[config.mk]
export PLATFORM = sky130hd
export DESIGN_NAME = boot_copier
export DESIGN_NICKNAME = d
export VERILOG_FILES = /design/src/rtl/boot_copier_pkg.sv /design/src/rtl/bc_len_track.sv /design/src/rtl/bc_src_port.sv /design/src/rtl/bc_tgt_port.sv /design/src/rtl/boot_copier.sv
export SDC_FILE = /design/constraint.sdc
export NUM_CORES = 1
export LEC_CHECK = 0
export ABC_CLOCK_PERIOD_IN_PS = 4000
export BUFFER_PORTS_ARGS = -buffer_cell sky130_fd_sc_hd__clkbuf_2
export CAP_MARGIN = 10
export CORE_MARGIN = 5
export CORE_UTILIZATION = 30
export DETAILED_ROUTE_END_ITERATION = 16
export GPL_TIMING_DRIVEN = 1
export PLACE_DENSITY = 0.46
export SETUP_SLACK_MARGIN = 0.4
export SLEW_MARGIN = 20
export SYNTH_ARGS = -nofsm -noshare
export SYNTH_HDL_FRONTEND = slang
export SYNTH_SLANG_ARGS = --single-unit
[constraint.sdc]
create_clock -name clk -period 4 [get_ports clk]
set_input_delay 0 -clock clk [delete_from_list [all_inputs] [get_ports clk]]
set_output_delay 0 -clock clk [all_outputs]
set_load 0.02 [all_outputs]
[src/rtl/boot_copier_pkg.sv]
// Shared types for the boot image copier.
package boot_copier_pkg;

    // Sequencer states; one byte moves per REQ -> CAP -> WRITE round.
    typedef enum logic [2:0] {
        ST_IDLE,
        ST_HDR_REQ,
        ST_HDR_CAP,
        ST_CHECK,
        ST_PAY_REQ,
        ST_PAY_CAP,
        ST_WRITE
    } bc_state_e;

endpackage

[src/rtl/bc_len_track.sv]
// Length tracker: assembles the little-endian header one byte at a time,
// then counts down as payload bytes are handed to the target.
// Assumes shift_en is used exactly HDR_BYTES times after clear and dec only
// after that.
module bc_len_track #(
    parameter int unsigned HDR_BYTES = 4,
    parameter int unsigned MAX_LEN   = 57340,
    localparam int unsigned LEN_W    = 8 * HDR_BYTES
) (
    input  logic       clk,
    input  logic       rst_n,
    input  logic       clear,
    input  logic       shift_en,
    input  logic [7:0] byte_in,
    input  logic       dec,
    output logic       len_zero,
    output logic       too_long
);

    logic [LEN_W-1:0] len_q;

    // Header bytes enter at the top so the first byte ends up least significant.
    always_ff @(posedge clk) begin
        if (!rst_n || clear) begin
            len_q <= '0;
        end else if (shift_en) begin
            len_q <= {byte_in, len_q[LEN_W-1:8]};
        end else if (dec && len_q != '0) begin
            len_q <= len_q - 1'b1;
        end
    end

    assign len_zero = (len_q == '0);
    assign too_long = (len_q > LEN_W'(MAX_LEN));

endmodule

[src/rtl/bc_src_port.sv]
// Source address counter: restarts at the image base on clear and steps by
// one byte per issued read.
module bc_src_port #(
    parameter int unsigned SRC_AW = 16
) (
    input  logic              clk,
    input  logic              rst_n,
    input  logic              clear,
    input  logic              inc,
    output logic [SRC_AW-1:0] addr
);

    // Next source offset to request.
    always_ff @(posedge clk) begin
        if (!rst_n || clear) begin
            addr <= '0;
        end else if (inc) begin
            addr <= addr + 1'b1;
        end
    end

endmodule

[src/rtl/bc_tgt_port.sv]
// Target write port: holds one byte, its address and the valid flag until
// the target accepts it, then moves the address on by one.
// Assumes load is never raised while a write is still pending.
module bc_tgt_port #(
    parameter int unsigned  TGT_AW     = 32,
    parameter logic [31:0]  ENTRY_ADDR = 32'h4020_0000
) (
    input  logic              clk,
    input  logic              rst_n,
    input  logic              start,
    input  logic              load,
    input  logic [7:0]        byte_in,
    input  logic              ready,
    output logic              we,
    output logic [TGT_AW-1:0] addr,
    output logic [7:0]        wdata,
    output logic              accept
);

    assign accept = we && ready;

    // Write valid: set on load, cleared on acceptance.
    always_ff @(posedge clk) begin
        if (!rst_n) begin
            we <= 1'b0;
        end else if (load) begin
            we <= 1'b1;
        end else if (accept) begin
            we <= 1'b0;
        end
    end

    // Byte holding register, only written by load.
    always_ff @(posedge clk) begin
        if (!rst_n) begin
            wdata <= '0;
        end else if (load) begin
            wdata <= byte_in;
        end
    end

    // Target address: entry point on start, step after each accepted byte.
    always_ff @(posedge clk) begin
        if (!rst_n || start) begin
            addr <= TGT_AW'(ENTRY_ADDR);
        end else if (accept) begin
            addr <= addr + 1'b1;
        end
    end

    AST_WR_HOLD: assert property (@(posedge clk) disable iff (!rst_n)
        (we && !ready) |=> (we && $stable(addr) && $stable(wdata))) else $error("write dropped or changed while stalled");

    AST_ADDR_STEP: assert property (@(posedge clk) disable iff (!rst_n)
        accept |=> (addr == $past(addr) + 1'b1)) else $error("target address did not step by one");

endmodule

[src/rtl/boot_copier.sv]
// Boot image copier top: reads a length header from the source image, copies
// that many bytes to consecutive target addresses from ENTRY_ADDR, then
// releases the target with run. Assumes a one-cycle source read latency and a
// target that accepts a byte in any cycle where tgt_we and tgt_ready are high.
module boot_copier
    import boot_copier_pkg::*;
#(
    parameter int unsigned SRC_AW     = 16,
    parameter int unsigned IMG_BYTES  = 57344,
    parameter int unsigned HDR_BYTES  = 4,
    parameter int unsigned TGT_AW     = 32,
    parameter logic [31:0] ENTRY_ADDR = 32'h4020_0000
) (
    input  logic              clk,
    input  logic              rst_n,
    input  logic              go,
    output logic              busy,
    output logic              done,
    output logic              error,
    output logic              src_rd_en,
    output logic [SRC_AW-1:0] src_addr,
    input  logic [7:0]        src_rd_data,
    output logic              tgt_we,
    output logic [TGT_AW-1:0] tgt_addr,
    output logic [7:0]        tgt_wdata,
    input  logic              tgt_ready,
    output logic              run,
    output logic [TGT_AW-1:0] run_addr
);

    localparam int unsigned MAX_LEN = IMG_BYTES - HDR_BYTES;
    localparam int unsigned HIDX_W  = $clog2(HDR_BYTES + 1);

    bc_state_e         state_q, state_d;
    logic [HIDX_W-1:0] hidx_q;
    logic              start, hdr_shift, pay_load, len_zero, too_long, accept;
    logic              finish_ok, finish_err;

    assign busy     = (state_q != ST_IDLE);
    assign start    = (state_q == ST_IDLE) && go;
    assign run_addr = TGT_AW'(ENTRY_ADDR);

    assign src_rd_en = (state_q == ST_HDR_REQ) || (state_q == ST_PAY_REQ);
    assign hdr_shift = (state_q == ST_HDR_CAP);
    assign pay_load  = (state_q == ST_PAY_CAP);

    assign finish_err = (state_q == ST_CHECK) && too_long;
    assign finish_ok  = ((state_q == ST_CHECK) && !too_long && len_zero) ||
                        ((state_q == ST_WRITE) && accept && len_zero);

    bc_len_track #(
        .HDR_BYTES (HDR_BYTES),
        .MAX_LEN   (MAX_LEN)
    ) u_len (
        .clk      (clk),
        .rst_n    (rst_n),
        .clear    (start),
        .shift_en (hdr_shift),
        .byte_in  (src_rd_data),
        .dec      (pay_load),
        .len_zero (len_zero),
        .too_long (too_long)
    );

    bc_src_port #(
        .SRC_AW (SRC_AW)
    ) u_src (
        .clk   (clk),
        .rst_n (rst_n),
        .clear (start),
        .inc   (src_rd_en),
        .addr  (src_addr)
    );

    bc_tgt_port #(
        .TGT_AW     (TGT_AW),
        .ENTRY_ADDR (ENTRY_ADDR)
    ) u_tgt (
        .clk     (clk),
        .rst_n   (rst_n),
        .start   (start),
        .load    (pay_load),
        .byte_in (src_rd_data),
        .ready   (tgt_ready),
        .we      (tgt_we),
        .addr    (tgt_addr),
        .wdata   (tgt_wdata),
        .accept  (accept)
    );

    // Next-state logic of the copy sequencer.
    always_comb begin
        state_d = state_q;
        unique case (state_q)
            ST_IDLE:    if (go) state_d = ST_HDR_REQ;
            ST_HDR_REQ: state_d = ST_HDR_CAP;
            ST_HDR_CAP: state_d = (hidx_q == HIDX_W'(HDR_BYTES - 1)) ? ST_CHECK : ST_HDR_REQ;
            ST_CHECK:   state_d = (too_long || len_zero) ? ST_IDLE : ST_PAY_REQ;
            ST_PAY_REQ: state_d = ST_PAY_CAP;
            ST_PAY_CAP: state_d = ST_WRITE;
            ST_WRITE:   if (accept) state_d = len_zero ? ST_IDLE : ST_PAY_REQ;
            default:    state_d = ST_IDLE;
        endcase
    end

    // State register.
    always_ff @(posedge clk) begin
        if (!rst_n) state_q <= ST_IDLE;
        else        state_q <= state_d;
    end

    // Header byte index, restarted by every accepted GO.
    always_ff @(posedge clk) begin
        if (!rst_n || start) hidx_q <= '0;
        else if (hdr_shift)  hidx_q <= hidx_q + 1'b1;
    end

    // Completion flags: cleared by a new GO, set at the end of a copy.
    always_ff @(posedge clk) begin
        if (!rst_n || start) begin
            done  <= 1'b0;
            error <= 1'b0;
            run   <= 1'b0;
        end else if (finish_err) begin
            done  <= 1'b1;
            error <= 1'b1;
        end else if (finish_ok) begin
            done  <= 1'b1;
            run   <= 1'b1;
        end
    end

    AST_IDLE_QUIET: assert property (@(posedge clk) disable iff (!rst_n)
        !busy |-> (!tgt_we && !src_rd_en)) else $error("activity while idle");

    AST_RUN_CLEAN: assert property (@(posedge clk) disable iff (!rst_n)
        run |-> (done && !busy && !error)) else $error("run with copy unfinished");

    AST_ERR_NO_RUN: assert property (@(posedge clk) disable iff (!rst_n)
        error |-> (done && !run)) else $error("error together with run");

    AST_SRC_IN_IMAGE: assert property (@(posedge clk) disable iff (!rst_n)
        src_rd_en |-> (int'(src_addr) < int'(IMG_BYTES))) else $error("source read outside image");

    AST_GO_CLEARS: assert property (@(posedge clk) disable iff (!rst_n)
        (!busy && go) |=> (busy && !run && !done && !error)) else $error("GO did not restart");

endmodule

==> results of run 1 <==
[worst max path at each step]
stage / endpoint / slack [ns]
after floorplan: u_len.len_q[9]$_SDFFE_PP0P_ / 1.92
after global placement: u_len.len_q[27]$_SDFFE_PP0P_ / 1.38
after detailed placement: u_len.len_q[27]$_SDFFE_PP0P_ / 1.31
after CTS: u_len.len_q[27]$_SDFFE_PP0P_ / 1.29
after global routing: u_len.len_q[27]$_SDFFE_PP0P_ / 1.05
final: u_len.len_q[27]$_SDFFE_PP0P_ / 1.22
[worst register-to-register path, stage by stage (launching register included)]
cell and delay (ns):
sky130_fd_sc_hd__dfxtp_1 0.37, sky130_fd_sc_hd__or4_1 0.67, sky130_fd_sc_hd__nor2_1 0.22, sky130_fd_sc_hd__nand3_1 0.49, sky130_fd_sc_hd__nand4_1 0.45, sky130_fd_sc_hd__mux2_2 0.37, sky130_fd_sc_hd__a21oi_1 0.13
[cells by family (layout without fill, tap and decap cells)]
family,count (synthesis),after routing
other,2,32
and+or+nand+nor,289,289
xor gates and xnor gates,48,48
muxes,4,4
AOI/OAI and AO/OA,97,97
buffers and inverters,68,111
adders and majority gates,6,6
DFF,98,98
[metal layers]
metal  vias to the layer above  share of wire  track usage  wire length (um)
li1                       2227              -            -                 -
met1                      2180           0.47        0.185              6350
met2                       158           0.45        0.207              6050
met3                        27          0.064       0.0434               866
met4                         0          0.019       0.0443               258
met5                         -              0            0                 0
[cells in the mapped netlist, types with 11 or more instances]
cell type | number | area, sq um
sky130_fd_sc_hd__dfxtp_1 | 98 | 1960
sky130_fd_sc_hd__nand2_1 | 82 | 308
sky130_fd_sc_hd__nor2_1 | 68 | 255
sky130_fd_sc_hd__xor2_1 | 38 | 333
sky130_fd_sc_hd__nand3_1 | 33 | 165
sky130_fd_sc_hd__buf_4 | 32 | 240
sky130_fd_sc_hd__a21oi_1 | 29 | 145
sky130_fd_sc_hd__nand4_1 | 22 | 138
sky130_fd_sc_hd__nor3_1 | 21 | 105
sky130_fd_sc_hd__a31oi_1 | 18 | 113
sky130_fd_sc_hd__clkbuf_1 | 17 | 63.8
sky130_fd_sc_hd__o21ai_0 | 13 | 65.1
sky130_fd_sc_hd__o211ai_1 | 11 | 82.6
[metrics by stage]
step	hold WS (ns)	cells	utilization	total power [mW]
floorplan	0.118	642	-	1.15
global placement	0.248	878	0.327	1.16
detailed placement	0.253	878	0.327	1.15
finish	0.436	905	0.352	2.03
CTS	0.423	905	0.352	2.06
global route	0.455	905	0.352	2.11
[power by group through the flow]
stage / Sequential, mW / Combinational [mW] / Clock [mW]
2_1_floorplan: 1.01 / 0.138 / 0
3_3_place_gp: 1.01 / 0.144 / 0
3_5_place_dp: 1.01 / 0.143 / 0
4_1_cts: 0.989 / 0.152 / 0.918
5_1_grt: 0.990 / 0.166 / 0.951
6_report: 0.990 / 0.153 / 0.886
[final cells by class]
class                      count  share of cell area
sequential                    98               0.338
timing repair buffer          86              0.0845
multi-input combinational    476               0.473
tap                          220              0.0474
inverter                       9             0.00582
clock inverter                 4             0.00884
clock buffer                  12              0.0425
[state kept, by name (all words and copies together), names as in the netlist]
| signal | flops |
|---|---|
| u_len.len_q | 32 |
| state_q | 3 |
| u_tgt.wdata | 8 |
| hidx_q | 3 |
| error | 1 |
| done | 1 |
| run | 1 |
| u_tgt.we | 1 |
| u_src.addr | 16 |
| u_tgt.addr | 32 |
[what timing repair did]
action                    4_1_cts  5_1_grt
resized for setup               0        0
hold endpoints to repair       20        0
hold buffers                   11        0
==> flow_summary.toml, run 1 <==
[run_status]
status = "finished, final reports clean"

[synthesis]
synth_adder_area_share = 0.0150
synth-edff-count = 0
syn_area_sq_um = 5000
synth_compound_gate_area_share = 0.126
seq_area_frac_synth = 0.393
synth_mux_area_frac = 0.00851
syn_inst = 612
synth_top_family_by_area = "simple AND/OR/NAND/NOR gates"
synth.ff_latch_count = 98
simple_logic_cell_fraction_of_the_synthesized_area = 0.288
proportion_of_register_bits_with_asynchronous_set_or_reset_after_synthesis = 0
synth_ff_type = "sky130_fd_sc_hd__dfxtp_1"
yosysWarningCount = 0
synthesis.area_per_instance_sq_um = 8.16
synth_cell_type_count = 55
synth_xor_xnor_area_share = 0.0841

[finish]
net_total_in_the_final_layout = 698
fill_cell_instance_count_of_the_final_layout = 1767
register_area_sq_um = 1960
number_of_diodes_added_for_antenna_fixing = 0
layout_common_cells = "sky130_fd_sc_hd__dfxtp_1 (98), sky130_fd_sc_hd__nand2_1 (81), sky130_fd_sc_hd__clkbuf_2 (73)"
total_area_of_multi_input_combinational_cells_sq_um = 2740
final_layout_size_suffix_gt1_frac = 0.159
design_area_sq_um = 5800
layout_commonest_cell = "sky130_fd_sc_hd__dfxtp_1"
post_synthesis_to_final_layout_area_growth_pct = 16.1

[critical_path]
timing.critical_path.from_type = "flip-flop"
criticalPathCategory = "reg2reg"
crit_cells = 6
timing.rr.end = "u_len.len_q[27]$_SDFFE_PP0P_"
regToRegStartpoint = "u_len.len_q[24]$_SDFFE_PP0P_"
critPathMaxFanout = 13
end_kind = "flip-flop"
crit_slowest_cell = "sky130_fd_sc_hd__or4_1"
top_family_by_delay_on_critical_path = "simple AND/OR/NAND/NOR gates"
critPathRequiredTime_ns = 4.27
largest_stage_delay_on_the_critical_path_ns = 0.67
worst_reg2reg_setup_slack_ns = 1.22
worstRegToRegCells = 6
worst_ep_arrival_time_ns = 3.05
cp.buffers_inverters = 0
critPathLaunch = "u_len.len_q[24]$_SDFFE_PP0P_"
path_cells = "or4_1, nor2_1, nand3_1, nand4_1, mux2_2, a21oi_1"

[timing]
finalHoldViolCount = 0
totalNegativeSetupSlack_ns = 0
timing.final.ws_setup_ns = 1.22
fmax_ghz = 0.360
final_worst_path_cycle_share = 0.695
timing_max_transition_violations_final = 0
finalCriticalPeriod_ns = 2.78
rsz0062_at_grt = "no"
fin_skew_ns = 0.00840
report.final.setup_viol = 0
worstMarginPinSlew_ns = 0.952
slew-limit-headroom = 0.363

[route]
post-route-drc-count = 0
detailroute.via_count = 4592
routed_wl_um = 13500
detail_route.vias_per_cell = 5.07
ant_nets = 0
drt_pass1_iterations = 5
route.detailed.wl_per_inst_um = 14.9
detail_route.iter0.violations = 267

[placed_design]
io_buffers = 73
placement.cell_area_sq_um = 5390
post_placement_setup_slack_ns = 1.31
dp_hpwl_um = 9590
globalplace.congestion = 0.883

[floorplan]
die_height_um = 139
coreArea_sq_um = 16500
initial_core_util = 0.303
io_pins = 106
fp-row-count = 47
dieArea_sq_um = 19300
die_w_um = 139

[worst_hold_path]
startpoint_of_the_tightest_hold_check_path = "src_rd_data[4]"
worstHoldPathCells = 4
worst_hold_endpoint = "u_tgt.wdata[4]$_SDFFE_PN0P_"
hp-class = "in2reg"

[global_routing]
grt_pass1_wl_um = 22100
vias_in_the_first_global_route = 4322
groute.usage.overall = 0.137
grt_overflow = 0
grt_start_max_net_pins = 79
grt_antenna_before_repair = 0

[clock_tree]
tritoncts_num_sinks = 98
post_cts_buffers = 0
cts_tree = "done"
cts_buffers = 9
clock_latency_on_the_worst_skew_pair_ns = 0.35
cts_root_cell = "sky130_fd_sc_hd__clkbuf_16"
cts.clk_slew.worst_paths_ns = 0.07
h_tree_level_count = 3
ctsLongestPathBuffers = 2

[power_and_ir_drop]
cellPowerDensity_nw_per_um2 = 350
combPwrFrac = 0.075
worst_vdd_ir_mv = 0.222
netSwitchingPower_uw = 507
power.switching_fraction = 0.250
leakage_nw = 2.18
clock_power_frac = 0.437
intPower_mw = 1.52
seq_power_share = 0.488

[job]
maxCapViolations = 0
(Power assumes the default switching activity.)
==> inputs of run 2 (changes only) <==
--- a/config.mk
+++ b/config.mk
@@ -5,14 +5,15 @@
 export SDC_FILE = /design/constraint.sdc
 export NUM_CORES = 1
 export LEC_CHECK = 0
-export ABC_CLOCK_PERIOD_IN_PS = 4000
+export ABC_AREA = 1
+export ABC_CLOCK_PERIOD_IN_PS = 2300
 export BUFFER_PORTS_ARGS = -buffer_cell sky130_fd_sc_hd__clkbuf_2
 export CAP_MARGIN = 10
 export CORE_MARGIN = 5
 export CORE_UTILIZATION = 30
 export DETAILED_ROUTE_END_ITERATION = 16
 export GPL_TIMING_DRIVEN = 1
-export PLACE_DENSITY = 0.46
+export PLACE_DENSITY = 0.47
 export SETUP_SLACK_MARGIN = 0.4
 export SLEW_MARGIN = 20
 export SYNTH_ARGS = -nofsm -noshare
==> constraint.sdc (replaced) <==
create_clock -name clk -period 2.3 [get_ports clk]
set_input_delay 0 -clock clk [delete_from_list [all_inputs] [get_ports clk]]
set_output_delay 0 -clock clk [all_outputs]
set_load 0.02 [all_outputs]
==> flow_summary.toml, run 2 <==
[critical_path]
path_cells = "nor2_2, nand2_1, nor2_4, nand2_4, o21ai_4, nand2_8, inv_8, nand2_1, nand3_1, nand2_1, inv_1"
end_kind = "flip-flop"
crit_cells = 11
critPathMaxFanout = 7
top_family_by_delay_on_critical_path = "simple AND/OR/NAND/NOR gates"
worstRegToRegCells = 11
largest_stage_delay_on_the_critical_path_ns = 0.37
critPathRequiredTime_ns = 2.61
crit_slowest_cell = "sky130_fd_sc_hd__dfxtp_1"
criticalPathCategory = "reg2reg"
crit_path_frequent_cell = "sky130_fd_sc_hd__nand2_1"
cp.buffers_inverters = 2
timing.critical_path.from_type = "flip-flop"
worst_ep_arrival_time_ns = 2.10

[clock_tree]
tritoncts_num_sinks = 98
clock_latency_on_the_worst_skew_pair_ns = 0.36
cts_buffers = 9
cts_tree = "done"
ctsLongestPathBuffers = 2
h_tree_level_count = 3
cts_root_cell = "sky130_fd_sc_hd__clkbuf_16"
cts.clk_slew.worst_paths_ns = 0.07

[worst_hold_path]
hp-class = "in2reg"
worstHoldPathCells = 3

[route]
detail_route.vias_per_cell = 4.60
detail_route.iter0.violations = 245
routed_wl_um = 17000
detailroute.via_count = 5635
drt_pass1_iterations = 4
route.detailed.wl_per_inst_um = 13.9
post-route-drc-count = 0
ant_nets = 0

[floorplan]
dieArea_sq_um = 22000
coreArea_sq_um = 18800
die_height_um = 148
initial_core_util = 0.306
die_w_um = 148
io_pins = 106
fp-row-count = 50

[synthesis]
synth.ff_latch_count = 98
synth_cell_type_count = 40
seq_area_frac_synth = 0.342
synth_commonest_cells = "sky130_fd_sc_hd__nand2_1 (241), sky130_fd_sc_hd__nor2_1 (132), sky130_fd_sc_hd__dfxtp_1 (98), sky130_fd_sc_hd__inv_1 (94), sky130_fd_sc_hd__a21oi_1 (43)"
proportion_of_register_bits_with_asynchronous_set_or_reset_after_synthesis = 0
yosys-top-cells-area = "sky130_fd_sc_hd__dfxtp_1 (34%), sky130_fd_sc_hd__nand2_1 (16%), sky130_fd_sc_hd__nor2_1 (8.6%)"
synth-edff-count = 0
synth_largest_type_area_fraction = 0.342
yosysWarningCount = 0
synth_top_area_cell = "sky130_fd_sc_hd__dfxtp_1"
syn_inst = 883
synthesis.area_per_instance_sq_um = 6.50
syn_area_sq_um = 5740
synth_most_common_cell = "sky130_fd_sc_hd__nand2_1"
synth_ff_type = "sky130_fd_sc_hd__dfxtp_1"

[power_and_ir_drop]
netSwitchingPower_mw = 1.03
intPower_mw = 2.61
power.switching_fraction = 0.283
seq_power_share = 0.474
leakage_nw = 3.10
cellPowerDensity_nw_per_um2 = 522
worst_vdd_ir_mv = 0.370
combPwrFrac = 0.118
clock_power_frac = 0.409

[timing]
finalCriticalPeriod_ns = 1.79
slew-limit-headroom = 0.638
report.final.setup_viol = 0
timing_max_transition_violations_final = 0
fmax_ghz = 0.560
worstMarginPinSlew_ns = 0.542
totalNegativeSetupSlack_ns = 0
finalHoldViolCount = 0
final_worst_path_cycle_share = 0.777
fin_skew_ns = 0.00954
rsz0062_at_grt = "yes"

[global_routing]
grt_antenna_before_repair = 0
grt_pass1_wl_um = 27200
grt_start_max_net_pins = 36
grt_overflow = 0
vias_in_the_first_global_route = 5246
groute.usage.overall = 0.152

[finish]
layout_commonest_cell = "sky130_fd_sc_hd__nand2_1"
final_layout_size_suffix_gt1_frac = 0.189
post_synthesis_to_final_layout_area_growth_pct = 21.2
layout_common_cells = "sky130_fd_sc_hd__nand2_1 (238), sky130_fd_sc_hd__nor2_1 (110), sky130_fd_sc_hd__inv_1 (94)"
design_area_sq_um = 6960
number_of_diodes_added_for_antenna_fixing = 0
fill_cell_instance_count_of_the_final_layout = 2086
net_total_in_the_final_layout = 1003
regs_by_ff_count = "u_len.len_q x32, u_tgt.addr x32, u_src.addr x16"

[placed_design]
placement.cell_area_sq_um = 6310
io_buffers = 73
dp_hpwl_um = 12200
globalplace.congestion = 0.870

[run_status]
status = "finished, final reports clean"

[job]
maxCapViolations = 0
## run 2: cell count changes after synthesis, moves of 9 or more
cell	delta
sky130_fd_sc_hd__or3_1	-10
sky130_fd_sc_hd__nor2_1	+64
sky130_fd_sc_hd__a21oi_1	+14
sky130_fd_sc_hd__nor3_1	+9
sky130_fd_sc_hd__nand2_1	+159
sky130_fd_sc_hd__o21ai_0	+18
sky130_fd_sc_hd__nand2_2	+9
sky130_fd_sc_hd__inv_1	+85
sky130_fd_sc_hd__xor2_1	-21
## run 2: kinds of logic after synthesis
group,Yosys count,share of synthesized area
buf+inv,148,0.127
simple gates,486,0.357
flops,98,0.342
fa+ha+maj,6,0.0131
xor+xnor,33,0.0503
compound gates,110,0.110
other cells,2,0.00131
## run 2: repair_timing
action                                  in CTS  in global routing
hold buffers                                 9                  0
endpoints found under the hold margin       15                  0
pin swaps                                    1                 12
cloned                                       1                  3
endpoints found under the setup margin      31                 50
setup buffers                                0                  8
gates resized for setup                      4                 54
## run 2: cell type report
class	count	area, sq um	area share
Sequential cell	98	1970	0.283
Inverter	96	375	0.0539
Multi-Input combinational cell	669	3360	0.482
Timing Repair inverter	2	27.5	0.00395
Tap cell	234	293	0.0420
Clock buffer	12	246	0.0354
Timing Repair Buffer	109	658	0.0945
Clock inverter	4	33.8	0.00485
## run 2: per-stage QoR
stage	util	hold slack, ns	setup WS, ns	total power [mW]	instances
2_1_floorplan	-	0.132	0.517	2.09	913
3_3_place_gp	0.336	0.253	0.299	2.15	1187
3_5_place_dp	0.336	0.257	0.303	2.15	1187
4_1_cts	0.357	0.0490	0.403	3.67	1213
5_1_grt	0.371	0.0730	0.396	3.80	1224
6_report	0.371	0.0503	0.513	3.64	1224
## run 2: layer usage
metal | wire length (um) | up-vias | GRT usage
li1 | - | 2958 | -
met1 | 8220 | 2534 | 0.205
met2 | 7730 | 125 | 0.245
met3 | 731 | 18 | 0.0320
met4 | 277 | 0 | 0.0420
met5 | 0 | - | 0
## run 2: final timing paths
check | to | startpoint | slack, ns
setup reg to reg | u_len.len_q[31]$_SDFFE_PP0P_ | u_len.len_q[22]$_SDFFE_PP0P_ | 0.51
hold reg to reg | error$_SDFFE_PP0P_ | error$_SDFFE_PP0P_ | 0.47
setup / recovery | u_len.len_q[31]$_SDFFE_PP0P_ | u_len.len_q[22]$_SDFFE_PP0P_ | 0.51
hold / removal | u_tgt.wdata[5]$_SDFFE_PN0P_ | rst_n | 0.05
## run 2: worst min-delay path, cell delays in order
cell and delay, ns:
sky130_fd_sc_hd__clkbuf_2 0.20, sky130_fd_sc_hd__o21ai_0 0.12, sky130_fd_sc_hd__nor2_1 0.04
## run 2: power groups by stage
| stage | Sequential [mW] | Clock [mW] | Combinational [mW] |
|---|---|---|---|
| 2_1_floorplan | 1.76 | 0 | 0.323 |
| 3_3_place_gp | 1.76 | 0 | 0.386 |
| 3_5_place_dp | 1.76 | 0 | 0.382 |
| 4_1_cts | 1.72 | 1.55 | 0.403 |
| 5_1_grt | 1.72 | 1.60 | 0.474 |
| 6_report | 1.72 | 1.49 | 0.429 |
